File: src/rtl/scl_gen_pkg.sv
package scl_gen_pkg;
  typedef enum logic [1:0] {
    PH_IDLE = 2'd0,
    PH_LOW  = 2'd1,
    PH_WAIT = 2'd2,
    PH_HIGH = 2'd3
  } scl_phase_e;
endpackage

File: src/rtl/scl_baud_counter.sv
module scl_baud_counter #(
  parameter int RELOAD_W = 7
) (
  input  logic                clk,
  input  logic                rst_n,
  input  logic                tick,
  input  logic                load,
  input  logic                run,
  input  logic [RELOAD_W-1:0] reload,
  output logic                expire
);
  localparam logic [RELOAD_W-1:0] ZERO = '0;
  localparam logic [RELOAD_W-1:0] ONE  = {{(RELOAD_W-1){1'b0}}, 1'b1};

  logic [RELOAD_W-1:0] cnt_q;

  always_ff @(posedge clk or negedge rst_n) begin
    if (!rst_n) begin
      cnt_q <= ZERO;
    end else if (load) begin
      cnt_q <= reload;
    end else if (tick && run && cnt_q != ZERO) begin
      cnt_q <= cnt_q - ONE;
    end
  end

  assign expire = tick && run && (cnt_q == ZERO);

  AST_FROZEN_WHEN_HELD: assert property (@(posedge clk) disable iff (!rst_n)
    (!run && !load) |=> $stable(cnt_q)) else $error("counter moved while held");
endmodule

File: src/rtl/scl_phase_fsm.sv
module scl_phase_fsm
  import scl_gen_pkg::*;
(
  input  logic clk,
  input  logic rst_n,
  input  logic enable,
  input  logic tick,
  input  logic scl_in,
  input  logic expire,
  output logic run,
  output logic load,
  output logic rise_ev,
  output logic fall_ev,
  output logic drive_low
);
  scl_phase_e state_q, state_d;

  always_comb begin
    state_d = state_q;
    load    = 1'b0;
    rise_ev = 1'b0;
    fall_ev = 1'b0;
    if (!enable) begin
      state_d = PH_IDLE;
    end else if (tick) begin
      unique case (state_q)
        PH_IDLE: begin
          state_d = PH_LOW;
          load    = 1'b1;
          fall_ev = 1'b1;
        end
        PH_LOW: begin
          if (expire) state_d = PH_WAIT;
        end
        PH_WAIT: begin
          if (scl_in) begin
            state_d = PH_HIGH;
            load    = 1'b1;
            rise_ev = 1'b1;
          end
        end
        PH_HIGH: begin
          if (!scl_in || expire) begin
            state_d = PH_LOW;
            load    = 1'b1;
            fall_ev = 1'b1;
          end
        end
        default: state_d = PH_IDLE;
      endcase
    end
  end

  always_ff @(posedge clk or negedge rst_n) begin
    if (!rst_n) state_q <= PH_IDLE;
    else        state_q <= state_d;
  end

  assign run       = (state_q == PH_LOW) || (state_q == PH_HIGH);
  assign drive_low = (state_q == PH_LOW);

  AST_MOVES_ON_TICK: assert property (@(posedge clk) disable iff (!rst_n)
    (enable && !tick) |=> $stable(state_q)) else $error("state moved off tick");
  AST_WAIT_NO_DRIVE: assert property (@(posedge clk) disable iff (!rst_n)
    (state_q == PH_WAIT) |-> !drive_low) else $error("drove low while waiting");
  AST_HIGH_ABORT: assert property (@(posedge clk) disable iff (!rst_n)
    (enable && tick && state_q == PH_HIGH && !scl_in) |=> drive_low) else $error("no abort");
endmodule

File: src/rtl/scl_strobe_stage.sv
module scl_strobe_stage (
  input  logic clk,
  input  logic rst_n,
  input  logic rise_ev,
  input  logic fall_ev,
  output logic rise_q,
  output logic fall_q
);
  always_ff @(posedge clk or negedge rst_n) begin
    if (!rst_n) begin
      rise_q <= 1'b0;
      fall_q <= 1'b0;
    end else begin
      rise_q <= rise_ev;
      fall_q <= fall_ev;
    end
  end

  AST_ONE_CLOCK_RISE: assert property (@(posedge clk) disable iff (!rst_n)
    rise_q |=> !rise_q) else $error("rise strobe too wide");
  AST_STROBE_EXCL: assert property (@(posedge clk) disable iff (!rst_n)
    !(rise_q && fall_q)) else $error("both strobes");
endmodule

File: src/rtl/i2c_scl_gen.sv
module i2c_scl_gen #(
  parameter int RELOAD_W = 7
) (
  input  logic                clk,
  input  logic                rst_n,
  input  logic                enable,
  input  logic                tick,
  input  logic [RELOAD_W-1:0] reload,
  input  logic                scl_in,
  output logic                scl_drive_low,
  output logic                scl_rise,
  output logic                scl_fall
);
  logic run, load, expire, rise_ev, fall_ev;

  scl_baud_counter #(.RELOAD_W(RELOAD_W)) u_cnt (
    .clk(clk), .rst_n(rst_n), .tick(tick), .load(load), .run(run),
    .reload(reload), .expire(expire)
  );

  scl_phase_fsm u_fsm (
    .clk(clk), .rst_n(rst_n), .enable(enable), .tick(tick), .scl_in(scl_in),
    .expire(expire), .run(run), .load(load), .rise_ev(rise_ev),
    .fall_ev(fall_ev), .drive_low(scl_drive_low)
  );

  scl_strobe_stage u_stb (
    .clk(clk), .rst_n(rst_n), .rise_ev(rise_ev), .fall_ev(fall_ev),
    .rise_q(scl_rise), .fall_q(scl_fall)
  );

  AST_FALL_DRIVES: assert property (@(posedge clk) disable iff (!rst_n)
    scl_fall |-> scl_drive_low) else $error("fall without drive");
  AST_IDLE_QUIET: assert property (@(posedge clk) disable iff (!rst_n)
    !enable |=> (!scl_rise && !scl_fall && !scl_drive_low)) else $error("active while off");
  AST_RISE_SEEN_HIGH: assert property (@(posedge clk) disable iff (!rst_n)
    scl_rise |-> ($past(scl_in) && $past(tick))) else $error("rise without high line");
endmodule

File: config.mk
export PLATFORM = sky130hd
export DESIGN_NAME = i2c_scl_gen
export DESIGN_NICKNAME = d
export VERILOG_FILES = /design/src/rtl/scl_gen_pkg.sv /design/src/rtl/scl_baud_counter.sv /design/src/rtl/scl_phase_fsm.sv /design/src/rtl/scl_strobe_stage.sv /design/src/rtl/i2c_scl_gen.sv
export SDC_FILE = /design/constraint.sdc
export NUM_CORES = 1
export LEC_CHECK = 0
export BUFFER_PORTS_ARGS = -buffer_cell sky130_fd_sc_hd__clkbuf_2
export CAP_MARGIN = 10
export CORE_MARGIN = 5
export CORE_UTILIZATION = 56
export DETAILED_ROUTE_END_ITERATION = 8
export MAX_ROUTING_LAYER = met4
export PLACE_DENSITY = 0.77
export SYNTH_ARGS = -nofsm -noshare
export SYNTH_HDL_FRONTEND = slang
export SYNTH_HIERARCHICAL = 1
export SYNTH_SLANG_ARGS = --single-unit
export TNS_END_PERCENT = 20
File: constraint.sdc
create_clock -name clk -period 5.9 [get_ports clk]
set_input_delay 0.59 -clock clk [delete_from_list [all_inputs] [get_ports clk]]
set_output_delay 0.59 -clock clk [all_outputs]
set_load 0.05 [all_outputs]
==> results.cfg <==
[worst_setup_path]
reg2reg_to = u_cnt/cnt_q[2]
cp.required_ns = 6.02
ff2ff_setup_slack_ns = 2.77
rr_startpoint = u_cnt/cnt_q[3]
criticalPathCategory = flip-flop to flip-flop
worstPathArrival_ns = 3.26
worstSetupStartpointType = flip-flop
worstSetupEndpointType = flip-flop
r2r.worst_path.cells = 7
path_max_fanout = 16

[finish]
multiInputGateArea_um2 = 452
fin_nets = 123
final_cell_mix = clkbuf_2, dfrtp_1, inv_1, nand2_1, nor2_1
n_antenna_cell = 0
seqCellArea_um2 = 275
post-route-util_pct = 67.6
layout_commonest_cell = clkbuf_2
nFillCells = 109
drive_above_1_share_pct = 20.2
final_cells = 119
areaGrowthSynthToFinish_pct = 14.7

[synthesis]
synthTopCellsByArea = dfrtp_1, ha_1, inv_1
postSynthCellCount = 88
synth_warnings = 6
avgSynthCellArea_um2 = 8.72
yosysSeqAreaShare_pct = 35.9
ys_ff_latch = 11
synth.top_cell.area_share_pct = 35.9
yosys.area.top_type = dfrtp_1
synth_nets = 106
synth_area_um2 = 767
synth_cell_types = 35

[detailed_routing]
wl_per_cell_um = 16.1
drt_iter0_markers = 55
via_per_inst = 6.18
drt_wl_total_um = 1910
vias = 735
ant_nets = 0
dr.pass1.iters = 4
route.detailed.drc = 0

[cts]
htreeDepth = 1
clkLatencyLatePin_ns = 0.28
clk_root_buffer_cell = clkbuf_4
cts-resized-gates = 0
path_clk_slew_ns = 0.07
numClockSinks = 11
cts_made_buffers = 3
cts_post_setup_buffers_inserted = 0
cts_buffer_depth = 2
hold_buffers = 0
cts_tree = done

[placed_design]
io_buffer_count = 14
dpl.hpwl_um = 1410
place.gp.congestion = 0.945
dpl.cell_count = 115
dp_slack_ns = 2.82

[sta]
finalSetupTns_ns = 0
maxSlewHeadroom_pct = 36.5
tightestPinTransition_ns = 0.952
max_freq_ghz = 0.319
final_hold_viol_count = 0
finalCriticalPeriod_ns = 3.13
rsz0062_at_grt = false
fin_skew_ns = 0.00135
timing.final.crit_share_pct = 53.1
slew_violations = 0
hold_ws_ns = 0.171
setup_ws_ns = 2.77
setup_violations = 0

[worst_hold_path]
min_path_type = primary input to asynchronous set/reset pin

[floorplan]
die_w_um = 47.0
io_pins = 15
die_h_um = 47.0
core_area_um2 = 1300
initial_core_util_pct = 58.9
die-area_um2 = 2210
num_rows = 13

[global_routing]
grt_max_degree = 17
grt_pass1_wl_um = 3100
antenna_found_initial = 0
grt_pass1_vias = 715
grt-ovfl-total = 0
grtUsageTotal_pct = 21.5

[power_and_ir_drop]
peakVddDrop_mv = 0.211
pwr_density_cell_nw_per_um2 = 374
power.leakage_nw = 0.409

[outcome]
status = completed

[run]
drv_cap = 0
## layout make-up
cell class | instances | area share [%]
well taps | 15 | 2.13
inverters | 10 | 4.27
clock buffers | 4 | 2.99
repair buffers | 14 | 7.97
multi-input cells | 65 | 51.4
flip-flops and latches | 11 | 31.3
## cells by family after synthesis
logic type	after synthesis	share of synthesized area (%)
AND/OR/NAND/NOR	37	24.6
AO/OA/AOI/OAI	20	21.0
buffers and inverters	12	6.04
flip-flops	11	35.9
adder cells (fa/ha/maj)	6	9.79
multiplexers	2	2.61
## routing by layer
layer | wire, um | GRT usage [%]
met5 | 0 | -
met4 | 27 | 12.7
met3 | 161 | 3.83
met2 | 907 | 32.0
met1 | 814 | 26.8
## state kept, by name (all words and copies together) (netlist names)
register,count
u_fsm/state_q,2
u_cnt/cnt_q,7
u_stb/rise_q,1
u_stb/fall_q,1
## critical path: stages, from the launching register on
cell and delay (ns):
dfrtp_1 0.42, or4_1 0.63, nor3_1 0.30, o21ai_0 0.18
a311oi_2 0.85, inv_1 0.24, a31oi_1 0.24, o41ai_1 0.11
## worst max path at each step
stage                      from        endpoint  slack [ns]  cells past startpoint
2_1_floorplan  u_fsm/state_q[1]  u_cnt/cnt_q[0]        3.05                     11
3_3_place_gp     u_cnt/cnt_q[3]  u_cnt/cnt_q[4]        2.94                      7
3_5_place_dp     u_cnt/cnt_q[3]  u_cnt/cnt_q[2]        2.82                      7
4_1_cts          u_cnt/cnt_q[3]  u_cnt/cnt_q[2]        2.82                      7
5_1_grt          u_cnt/cnt_q[3]  u_cnt/cnt_q[2]        2.51                      7
6_report         u_cnt/cnt_q[3]  u_cnt/cnt_q[2]        2.77                      7
## synth_stat cells
| cell type | instances |
|---|---|
| o21ai_0 | 2 |
| and3_1 | 1 |
| a211oi_1 | 1 |
| nor4bb_1 | 1 |
| a311oi_1 | 1 |
| and2_1 | 2 |
| nand3_1 | 3 |
| a22oi_1 | 1 |
| a31o_1 | 1 |
| nand3b_1 | 1 |
| nand2b_1 | 2 |
| o21ai_1 | 1 |
| a211o_1 | 1 |
| or2_2 | 1 |
| nand2_1 | 10 |
| a32oi_1 | 1 |
| or4_1 | 2 |
| clkbuf_1 | 1 |
| nor2_1 | 7 |
| a31oi_1 | 2 |
| o311a_1 | 1 |
| o311ai_0 | 1 |
| nor3_1 | 3 |
| o41ai_1 | 1 |
| clkbuf_2 | 1 |
| o221ai_2 | 1 |
| nand4_1 | 2 |
| a21oi_2 | 1 |
| inv_1 | 10 |
| dfrtp_1 | 11 |
| ha_1 | 6 |
| o2111ai_1 | 2 |
| nor2b_1 | 2 |
| o211ai_1 | 2 |
| mux2i_1 | 2 |
## per-stage QoR
step / cell area (um2) / power (mW)
after floorplan: 767 / 0.231
after global placement: 853 / 0.262
after detailed placement: 853 / 0.269
after CTS: 880 / 0.327
after global routing: 880 / 0.356
final: 880 / 0.329
## power by group
part | total, mW | internal [mW] | switching, mW
registers | 0.129 | 0.100 | 0.0290
logic | 0.145 | 0.0581 | 0.0869
clock network | 0.0549 | 0.0263 | 0.0287
total | 0.329 | 0.185 | 0.144
(Power assumes the default switching activity.)
